$ cat config.mk
export PLATFORM = sky130hd
export DESIGN_NAME = alu_core
export DESIGN_NICKNAME = d
export VERILOG_FILES = /design/src/rtl/alu_pkg.sv /design/src/rtl/alu_ctl_decode.sv /design/src/rtl/alu_bit_slice.sv /design/src/rtl/alu_sign_judge.sv /design/src/rtl/alu_zero_detect.sv /design/src/rtl/alu_core.sv
export SDC_FILE = /design/constraint.sdc
export NUM_CORES = 1
export LEC_CHECK = 0
export ABC_AREA = 1
export BUFFER_PORTS_ARGS = -buffer_cell sky130_fd_sc_hd__buf_2
export CAP_MARGIN = 20
export CORE_ASPECT_RATIO = 0.5
export CORE_MARGIN = 3
export CORE_UTILIZATION = 50
export DETAILED_ROUTE_END_ITERATION = 8
export PLACE_DENSITY_LB_ADDON = 0.05
export SYNTH_ARGS = -nofsm -noshare
export SYNTH_HDL_FRONTEND = slang
export SYNTH_HIERARCHICAL = 1
export SYNTH_SLANG_ARGS = --single-unit
$ cat constraint.sdc
create_clock -name vclk -period 47
set_clock_uncertainty 0.05 [all_clocks]
set_input_delay 7.05 -clock vclk [all_inputs]
set_output_delay 7.05 -clock vclk [all_outputs]
set_load 0.005 [all_outputs]
$ cat src/rtl/alu_pkg.sv
package alu_pkg;

  typedef enum logic [2:0] {
    ALU_AND = 3'b000,
    ALU_OR  = 3'b001,
    ALU_ADD = 3'b010,
    ALU_SUB = 3'b110,
    ALU_SLT = 3'b111
  } alu_ctl_e;

  // Picker codes used inside each slice (low two bits of the control)
  localparam logic [1:0] PICK_AND  = 2'b00;
  localparam logic [1:0] PICK_OR   = 2'b01;
  localparam logic [1:0] PICK_SUM  = 2'b10;
  localparam logic [1:0] PICK_LESS = 2'b11;

  function automatic logic fa_sum(input logic x, input logic y, input logic c);
    return x ^ y ^ c;
  endfunction

  function automatic logic fa_carry(input logic x, input logic y, input logic c);
    return (x & y) | (x & c) | (y & c);
  endfunction

  // Signed overflow of a ripple adder: carry into the sign bit differs from carry out
  function automatic logic sign_overflow(input logic c_into_msb, input logic c_out_msb);
    return c_into_msb ^ c_out_msb;
  endfunction

  // True "less than" after a subtraction, corrected by overflow
  function automatic logic less_from_diff(input logic diff_sign, input logic ovf);
    return diff_sign ^ ovf;
  endfunction

endpackage

$ cat src/rtl/alu_ctl_decode.sv
module alu_ctl_decode
  import alu_pkg::*;
(
  input  logic [2:0] ctl_i,
  output logic       b_negate_o,
  output logic [1:0] pick_o,
  output logic       legal_o,
  output logic       flags_en_o
);

  always_comb begin
    b_negate_o = ctl_i[2];
    pick_o     = ctl_i[1:0];
    legal_o    = 1'b0;
    flags_en_o = 1'b0;
    case (ctl_i)
      ALU_AND, ALU_OR, ALU_SLT: legal_o = 1'b1;
      ALU_ADD, ALU_SUB: begin
        legal_o    = 1'b1;
        flags_en_o = 1'b1;
      end
      default: legal_o = 1'b0;
    endcase
  end

endmodule

$ cat src/rtl/alu_bit_slice.sv
module alu_bit_slice
  import alu_pkg::*;
(
  input  logic       a_i,
  input  logic       b_i,
  input  logic       b_negate_i,
  input  logic       carry_i,
  input  logic       less_i,
  input  logic [1:0] pick_i,
  output logic       result_o,
  output logic       sum_o,
  output logic       carry_o
);

  logic b_eff;

  assign b_eff   = b_i ^ b_negate_i;
  assign sum_o   = fa_sum(a_i, b_eff, carry_i);
  assign carry_o = fa_carry(a_i, b_eff, carry_i);

  always_comb begin
    case (pick_i)
      PICK_AND: result_o = a_i & b_eff;
      PICK_OR:  result_o = a_i | b_eff;
      PICK_SUM: result_o = sum_o;
      default:  result_o = less_i;
    endcase
  end

endmodule

$ cat src/rtl/alu_sign_judge.sv
module alu_sign_judge
  import alu_pkg::*;
(
  input  logic msb_carry_in_i,
  input  logic msb_carry_out_i,
  input  logic msb_sum_i,
  output logic ovf_o,
  output logic set_o
);

  assign ovf_o = sign_overflow(msb_carry_in_i, msb_carry_out_i);
  assign set_o = less_from_diff(msb_sum_i, ovf_o);

endmodule

$ cat src/rtl/alu_zero_detect.sv
module alu_zero_detect #(
  parameter int WIDTH = 32
) (
  input  logic [WIDTH-1:0] vec_i,
  output logic             zero_o
);

  assign zero_o = (vec_i == '0);

endmodule

$ cat src/rtl/alu_core.sv
module alu_core
  import alu_pkg::*;
#(
  parameter int WIDTH = 32
) (
  input  logic [WIDTH-1:0] a_i,
  input  logic [WIDTH-1:0] b_i,
  input  logic [2:0]       ctl_i,
  output logic [WIDTH-1:0] result_o,
  output logic             zero_o,
  output logic             carry_o,
  output logic             overflow_o
);

  localparam int MSB = WIDTH - 1;

  logic             b_negate;
  logic [1:0]       pick;
  logic             legal;
  logic             flags_en;
  logic             set_w;
  logic             ovf_raw;
  logic             cin_msb;
  logic             cout_msb;
  logic             sum_msb;
  logic [WIDTH-1:0] slice_res;
  logic [WIDTH-1:0] sum_w;

  alu_ctl_decode u_dec (
    .ctl_i      (ctl_i),
    .b_negate_o (b_negate),
    .pick_o     (pick),
    .legal_o    (legal),
    .flags_en_o (flags_en)
  );

  for (genvar i = 0; i < WIDTH; i++) begin : gen_bit
    logic cin_g;
    logic cout_g;
    logic sum_g;
    logic res_g;
    logic less_g;
    if (i == 0) begin : g_lsb
      assign cin_g  = b_negate;
      assign less_g = set_w;
    end else begin : g_chain
      assign cin_g  = gen_bit[i-1].cout_g;
      assign less_g = 1'b0;
    end
    alu_bit_slice u_slice (
      .a_i        (a_i[i]),
      .b_i        (b_i[i]),
      .b_negate_i (b_negate),
      .carry_i    (cin_g),
      .less_i     (less_g),
      .pick_i     (pick),
      .result_o   (res_g),
      .sum_o      (sum_g),
      .carry_o    (cout_g)
    );
    assign slice_res[i] = res_g;
    assign sum_w[i]     = sum_g;
  end

  assign cin_msb  = gen_bit[MSB].cin_g;
  assign cout_msb = gen_bit[MSB].cout_g;
  assign sum_msb  = gen_bit[MSB].sum_g;

  alu_sign_judge u_judge (
    .msb_carry_in_i  (cin_msb),
    .msb_carry_out_i (cout_msb),
    .msb_sum_i       (sum_msb),
    .ovf_o           (ovf_raw),
    .set_o           (set_w)
  );

  assign result_o   = legal ? slice_res : '0;
  assign carry_o    = flags_en & cout_msb;
  assign overflow_o = flags_en & ovf_raw;

  alu_zero_detect #(.WIDTH(WIDTH)) u_zero (
    .vec_i  (result_o),
    .zero_o (zero_o)
  );

endmodule

## Word-level counts from Yosys, hierarchy flattened

Cells that the tools add are included.

- Reductions and logical operators: 5
- Muxes and demuxes: 35
- Bitwise operators: 292
- Eq/ne operators: 6

Operators with widths:

| operator | count |
|---|---|
| bitwise AND 1 bit | 98 |
| bitwise XOR 1 bit | 98 |
| bitwise OR 1 bit | 96 |
| case mux 1 bit (3 select lines) | 32 |
| zero test 32 bit | 1 |
| two-way mux 32 bit | 1 |
| equality test 3 bit (second input constant) | 2 |
| OR reduction 5 bit | 1 |
| equality test 3 x 1 -> 1 bit (second input constant) | 1 |
| equality test 3 x 2 -> 1 bit (second input constant) | 1 |
| zero test 3 bit | 1 |
| equality test 2 x 1 -> 1 bit (second input constant) | 1 |
| equality test 2 bit (second input constant) | 1 |
| zero test 2 bit | 1 |
| two-way mux 1 bit | 2 |
| OR reduction 2 bit | 1 |

- Output and inout port bits: 35
- Word-level logic and storage cells: 338
- Flip-flop bits (word level): 0
- Bits of input ports: 67

## Logic depth before layout (Yosys ltp)

- Depth after elaboration: 102
- Mapped depth: 112
- Depth with buffers taken out: 111

## By module

The synthesis kept the hierarchy.

Modules (own cells, without submodules):

| module | instances | sequential area each (um^2) | cells each | area each (um^2) |
|---|---|---|---|---|
| alu_bit_slice | 32 | 0.0 | 20 | 116.4 |
| alu_core | 1 | 0.0 | 72 | 292.8 |
| alu_zero_detect | 1 | 0.0 | 31 | 116.4 |
| alu_ctl_decode | 1 | 0.0 | 10 | 48.8 |
| alu_sign_judge | 1 | 0.0 | 11 | 43.8 |

## Least setup slack after synthesis

No wires, ideal clock.

- Path kind: input to output
- From: input ctl_i[2]
- To: output zero_o
- Path buffers: 1
- Stages: 111
- Setup slack: 16.480 ns
- Arrival: 23.420 ns
- Data required time: 39.900 ns
- Cell sequence: buf_4 xnor2_1 fa_1 inv_1 inv_1 fa_1 inv_1 inv_1 fa_1 inv_1 inv_1 fa_1 inv_1 inv_1 fa_1 inv_1 inv_1 fa_1 [75 not listed] inv_1 inv_1 fa_1 inv_1 inv_1 nand3_1 nand2_1 inv_1 nand2_1 nand3_1 nand2_1 nand2_1 inv_1 nor2_1 nand2_1 nor2_1 nand2_1 nor2_1

- Elaborated cells between the ends (all ways): 331
- Those cells by class: eq/ne (4); mux (34); bitwise (290); reduce/logical (3)

RTL lines:

| what | line | RTL |
|---|---|---|
| from (decl) | alu_core.sv:8 | `input logic [2:0] ctl_i,` |
| bitwise XOR 1 bit | alu_bit_slice.sv:17 | `assign b_eff = b_i ^ b_negate_i;` |
| bitwise AND 1 bit | alu_pkg.sv:22 | `return (x & y) \| (x & c) \| (y & c);` |
| bitwise OR 1 bit | alu_pkg.sv:22 |  |
| bitwise OR 1 bit (*) | alu_pkg.sv:22 |  |
| net gen_bit[0].cout_g | alu_core.sv:39 | `logic cout_g;` |
| bitwise AND 1 bit | alu_pkg.sv:22 |  |
| bitwise OR 1 bit | alu_pkg.sv:22 |  |
| bitwise OR 1 bit (*) | alu_pkg.sv:22 |  |
| net gen_bit[1].cout_g | alu_core.sv:39 |  |
| [3 not listed] | -- |  |
| net gen_bit[2].cout_g | alu_core.sv:39 |  |
| [3 not listed] | -- |  |
| net gen_bit[3].cout_g | alu_core.sv:39 |  |
| [3 not listed] | -- |  |
| net gen_bit[4].cout_g | alu_core.sv:39 |  |
| [3 not listed] | -- |  |
| net gen_bit[5].cout_g | alu_core.sv:39 |  |
| [3 not listed] | -- |  |
| net gen_bit[6].cout_g | alu_core.sv:39 |  |
| [3 not listed] | -- |  |
| net gen_bit[7].cout_g | alu_core.sv:39 |  |
| [3 not listed] | -- |  |
| net gen_bit[8].cout_g | alu_core.sv:39 |  |
| [3 not listed] | -- |  |
| net gen_bit[10].cin_g | alu_core.sv:38 | `logic cin_g;` |
| [3 not listed] | -- |  |
| net gen_bit[10].cout_g | alu_core.sv:39 |  |
| [3 not listed] | -- |  |
| net gen_bit[11].cout_g | alu_core.sv:39 |  |
| [3 not listed] | -- |  |
| net gen_bit[12].cout_g | alu_core.sv:39 |  |
| [3 not listed] | -- |  |
| net gen_bit[13].cout_g | alu_core.sv:39 |  |
| [3 not listed] | -- |  |
| net gen_bit[14].cout_g | alu_core.sv:39 |  |
| [3 not listed] | -- |  |
| net gen_bit[15].cout_g | alu_core.sv:39 |  |
| [3 not listed] | -- |  |
| net gen_bit[16].cout_g | alu_core.sv:39 |  |
| [3 not listed] | -- |  |
| net gen_bit[17].cout_g | alu_core.sv:39 |  |
| [3 not listed] | -- |  |
| net gen_bit[18].cout_g | alu_core.sv:39 |  |
| [3 not listed] | -- |  |
| net gen_bit[19].cout_g | alu_core.sv:39 |  |
| [3 not listed] | -- |  |
| net gen_bit[20].cout_g | alu_core.sv:39 |  |
| [3 not listed] | -- |  |
| net gen_bit[21].cout_g | alu_core.sv:39 |  |
| [3 not listed] | -- |  |
| net gen_bit[22].cout_g | alu_core.sv:39 |  |
| [3 not listed] | -- |  |
| net gen_bit[23].cout_g | alu_core.sv:39 |  |
| [3 not listed] | -- |  |
| net gen_bit[24].cout_g | alu_core.sv:39 |  |
| [3 not listed] | -- |  |
| net gen_bit[25].cout_g | alu_core.sv:39 |  |
| [3 not listed] | -- |  |
| net gen_bit[26].cout_g | alu_core.sv:39 |  |
| [3 not listed] | -- |  |
| net gen_bit[27].cout_g | alu_core.sv:39 |  |
| [3 not listed] | -- |  |
| net gen_bit[28].cout_g | alu_core.sv:39 |  |
| [3 not listed] | -- |  |
| net gen_bit[29].cout_g | alu_core.sv:39 |  |
| [3 not listed] | -- |  |
| net cin_msb | alu_core.sv:23 | `logic cin_msb;` |
| [1 not listed] | -- |  |
| net gen_bit[31].sum_g | alu_core.sv:40 | `logic sum_g;` |
| bitwise XOR 1 bit (*) | alu_pkg.sv:32 | `return diff_sign ^ ovf;` |
| net gen_bit[0].less_g | alu_core.sv:42 | `logic less_g;` |
| case mux 1 bit (3 select lines) (*) | alu_bit_slice.sv:22 | `case (pick_i)` |
| net gen_bit[0].res_g | alu_core.sv:41 | `logic res_g;` |
| two-way mux 32 bit (*) | alu_core.sv:77 | `assign result_o = legal ? slice_res : '0;` |
| net result_o[0] | alu_core.sv:9 | `output logic [WIDTH-1:0] result_o,` |
| zero test 32 bit (*) | alu_zero_detect.sv:8 | `assign zero_o = (vec_i == '0);` |
| to (decl) | alu_core.sv:10 | `output logic zero_o,` |

The timed path passes the listed nets; every way through them passes the cells marked *.

## Worst setup path after layout

- From: input ctl_i[2]
- To: output zero_o

- Elaborated cells between the ends (all ways): 331
- Those cells by class: eq/ne (4); mux (34); bitwise (290); reduce/logical (3)

RTL lines:

| what | line | RTL |
|---|---|---|
| bitwise XOR 1 bit | alu_bit_slice.sv:17 |  |
| bitwise AND 1 bit | alu_pkg.sv:22 |  |
| bitwise OR 1 bit (2 in series) | alu_pkg.sv:22 |  |
| bitwise AND 1 bit | alu_pkg.sv:22 |  |
| bitwise OR 1 bit | alu_pkg.sv:22 |  |
| bitwise OR 1 bit (*) | alu_pkg.sv:22 |  |
| net gen_bit[1].cout_g | alu_core.sv:39 |  |
| bitwise AND 1 bit | alu_pkg.sv:22 |  |
| [2 not listed] | -- |  |
| net gen_bit[2].cout_g | alu_core.sv:39 |  |
| [3 not listed] | -- |  |
| net gen_bit[3].cout_g | alu_core.sv:39 |  |
| [3 not listed] | -- |  |
| net gen_bit[4].cout_g | alu_core.sv:39 |  |
| [3 not listed] | -- |  |
| net gen_bit[5].cout_g | alu_core.sv:39 |  |
| [3 not listed] | -- |  |
| net gen_bit[6].cout_g | alu_core.sv:39 |  |
| [3 not listed] | -- |  |
| net gen_bit[7].cout_g | alu_core.sv:39 |  |
| [3 not listed] | -- |  |
| net gen_bit[8].cout_g | alu_core.sv:39 |  |
| [3 not listed] | -- |  |
| net gen_bit[10].cin_g | alu_core.sv:38 |  |
| [3 not listed] | -- |  |
| net gen_bit[10].cout_g | alu_core.sv:39 |  |
| [3 not listed] | -- |  |
| net gen_bit[11].cout_g | alu_core.sv:39 |  |
| [3 not listed] | -- |  |
| net gen_bit[12].cout_g | alu_core.sv:39 |  |
| [3 not listed] | -- |  |
| net gen_bit[13].cout_g | alu_core.sv:39 |  |
| [3 not listed] | -- |  |
| net gen_bit[14].cout_g | alu_core.sv:39 |  |
| [3 not listed] | -- |  |
| net gen_bit[15].cout_g | alu_core.sv:39 |  |
| [3 not listed] | -- |  |
| net gen_bit[16].cout_g | alu_core.sv:39 |  |
| [3 not listed] | -- |  |
| net gen_bit[17].cout_g | alu_core.sv:39 |  |
| [3 not listed] | -- |  |
| net gen_bit[18].cout_g | alu_core.sv:39 |  |
| [3 not listed] | -- |  |
| net gen_bit[19].cout_g | alu_core.sv:39 |  |
| [3 not listed] | -- |  |
| net gen_bit[20].cout_g | alu_core.sv:39 |  |
| [3 not listed] | -- |  |
| net gen_bit[21].cout_g | alu_core.sv:39 |  |
| [3 not listed] | -- |  |
| net gen_bit[22].cout_g | alu_core.sv:39 |  |
| [3 not listed] | -- |  |
| net gen_bit[23].cout_g | alu_core.sv:39 |  |
| [3 not listed] | -- |  |
| net gen_bit[24].cout_g | alu_core.sv:39 |  |
| [3 not listed] | -- |  |
| net gen_bit[25].cout_g | alu_core.sv:39 |  |
| [3 not listed] | -- |  |
| net gen_bit[26].cout_g | alu_core.sv:39 |  |
| [3 not listed] | -- |  |
| net gen_bit[27].cout_g | alu_core.sv:39 |  |
| [3 not listed] | -- |  |
| net gen_bit[28].cout_g | alu_core.sv:39 |  |
| [3 not listed] | -- |  |
| net gen_bit[29].cout_g | alu_core.sv:39 |  |
| [3 not listed] | -- |  |
| net cin_msb | alu_core.sv:23 |  |
| bitwise XOR 1 bit (*) | alu_pkg.sv:18 | `return x ^ y ^ c;` |
| net gen_bit[31].sum_g | alu_core.sv:40 |  |
| bitwise XOR 1 bit (*) | alu_pkg.sv:32 |  |
| net gen_bit[0].less_g | alu_core.sv:42 |  |
| case mux 1 bit (3 select lines) (*) | alu_bit_slice.sv:22 |  |
| net gen_bit[0].res_g | alu_core.sv:41 |  |
| two-way mux 32 bit (*) | alu_core.sv:77 |  |
| zero test 32 bit (*) | alu_zero_detect.sv:8 |  |

Marked as above.

==> key figures <==
Route
  – Routed WL per cell: 8.26 µm
  – DR DRC count: 0
  – Drt pass-1 iters: 4
  – Final wirelength: 8020 µm
  – Initial drt markers: 114
  – Vias per std cell: 4.02
  – Antenna Nets Post-Route: 0
  – Vias after detailed routing: 3907

Placement
  – Placed cell area: 4840 µm²
  – Cell count after placement: 971
  – Placer Congestion: 0.798
  – Detailed placer's ending HPWL: 6530 µm
  – Placement Setup Slack: 15350 ps
  – Port bufs: 102

Worst setup path
  – WP data arrival: 24500 ps
  – Worst-path fanout max: 33
  – Cell mode on critical path: inv_1
  – Worst EP required: 39900 ps
  – Slowest CP cell: buf_4
  – Max stage delay on crit path: 500 ps
  – WS Path Type: in -> out
  – CP Launch Type: input port
  – Crit. End Element: output pin

GRT
  – Gr usage total: 0.171
  – Global route total overflow: 0
  – Largest net degree at the start of global routing: 99
  – First-pass GRT wire length: 14200 µm
  – Number of global-route vias before repair: 3475
  – Initial antenna violation count: 0

Timing
  – Fin worst setup slack: 15400 ps
  – Slew headroom: 0.378
  – Slew Viols, Final: 0
  – RSZ-0062 raised after global routing: false
  – FMAX: 0.0317 GHz
  – Tcrit/Tclk final: 0.672
  – Worst-Margin Slew: 933 ps
  – Fin. Hold Viols: 0
  – Minimum clock period: 31600 ps
  – Setup TNS Final: 0 ps
  – Setup-failing EPs final: 0

Worst hold path
  – Worst hold path class: in -> out
  – Worst Hold Launch: a_i[11]
  – Hold Path Sink: result_o[11]
  – Hold path depth: 9

Power and ir drop
  – Net Sw Power: 0.0307 mW
  – Int Power: 0.0206 mW
  – Comb power frac: 1.000
  – Pwr per Cell Area: 10.6 nW/µm²
  – Clk pwr share: 0
  – Sequential share of power: 0
  – P_leak: 3.48 nW
  – Sw frac: 0.597
  – Worst VDD drop: 5.55 µV

Die
  – Core area: 7650 µm²
  – Standard-cell row count: 22
  – I/O pin total: 102
  – Die Span Y: 70.1 µm
  – Initial Util: 0.537
  – Die W: 134 µm
  – Die Area: 9410 µm²

Flow run
  – Max-cap violations: 0

Cells and area
  – Register area: 0 µm²
  – Share of cells above drive strength 1: 0.123
  – Commonest non-fill, non-tap cell in the layout: inv_1
  – FF+latch count: 0
  – Layout Cells excl Fill: 971
  – Layout area overhead: 17.8%
  – # diodes: 0
  – Most frequent cells in the layout: inv_1 (296), nand2_1 (214), buf_2 (102), nand3_1 (66), ha_1 (64)
  – Filler cells: 831
  – Post-route cell area: 4840 µm²
  – Nets: 1028
  – Clock buffer count: 0

CTS
  – PostCTS Resize Cnt: 0
  – Postcts setup bufs: 0
  – Hold Buf Count CTS: 0

Run status
  – Outcome: finished, final reports clean

Synth
  – Avg Cell Area, Syn: 5.61 µm²
  – Synth Cell Area: 4110 µm²
  – Synth Instances: 733
  – Synth warn: 6
[worst max-delay path by stage]
stage,endpoint,cells past startpoint,slack (ps),start
after floorplan,zero_o,111,16480,ctl_i[2]
after global placement,zero_o,110,15540,ctl_i[2]
after detailed placement,zero_o,110,15350,ctl_i[2]
after CTS,zero_o,110,15290,ctl_i[2]
after global routing,zero_o,110,14010,ctl_i[2]
final,zero_o,110,15400,ctl_i[2]
[critical path: cells and delay by family]
kind / cells / cell delay [ps]
fa+ha+maj: 31 / 11940
simple gates: 11 / 900
buf+inv: 67 / 4360
xor+xnor: 1 / 230
[area by class of cell]
| cell class | instances | area (µm²) | area share |
|---|---|---|---|
| Timing Repair Buffer | 106 | 541 | 0.112 |
| Inverter | 296 | 1110 | 0.230 |
| Tap cell | 108 | 135 | 0.0279 |
| Multi-Input combinational cell | 461 | 3050 | 0.631 |
[power groups by stage]
stage	Clock, mW	Sequential, mW	Combinational [mW]
finish	0	0	0.0513
detailed placement	0	0	0.0519
CTS	0	0	0.0520
global route	0	0	0.0613
floorplan	0	0	0.0375
global placement	0	0	0.0507
[through the flow]
| step | util | hold WS (ps) | total power, mW |
|---|---|---|---|
| after detailed placement | 0.633 | 14690 | 0.0519 |
| after floorplan | - | 14160 | 0.0375 |
| after CTS | 0.633 | 14690 | 0.0520 |
| final | 0.633 | 14680 | 0.0513 |
| after global routing | 0.633 | 14760 | 0.0613 |
| after global placement | 0.633 | 14680 | 0.0507 |
[metal layers]
metal	global-route usage	wire, µm	vias up	part of all wire
met1	0.231	4070	1656	0.51
met5	0	0	-	0
met3	0.00576	270	2	0.034
met4	0.00564	19	0	0.0024
li1	-	-	2197	-
met2	0.319	3660	52	0.46
(Power assumes the default switching activity.)
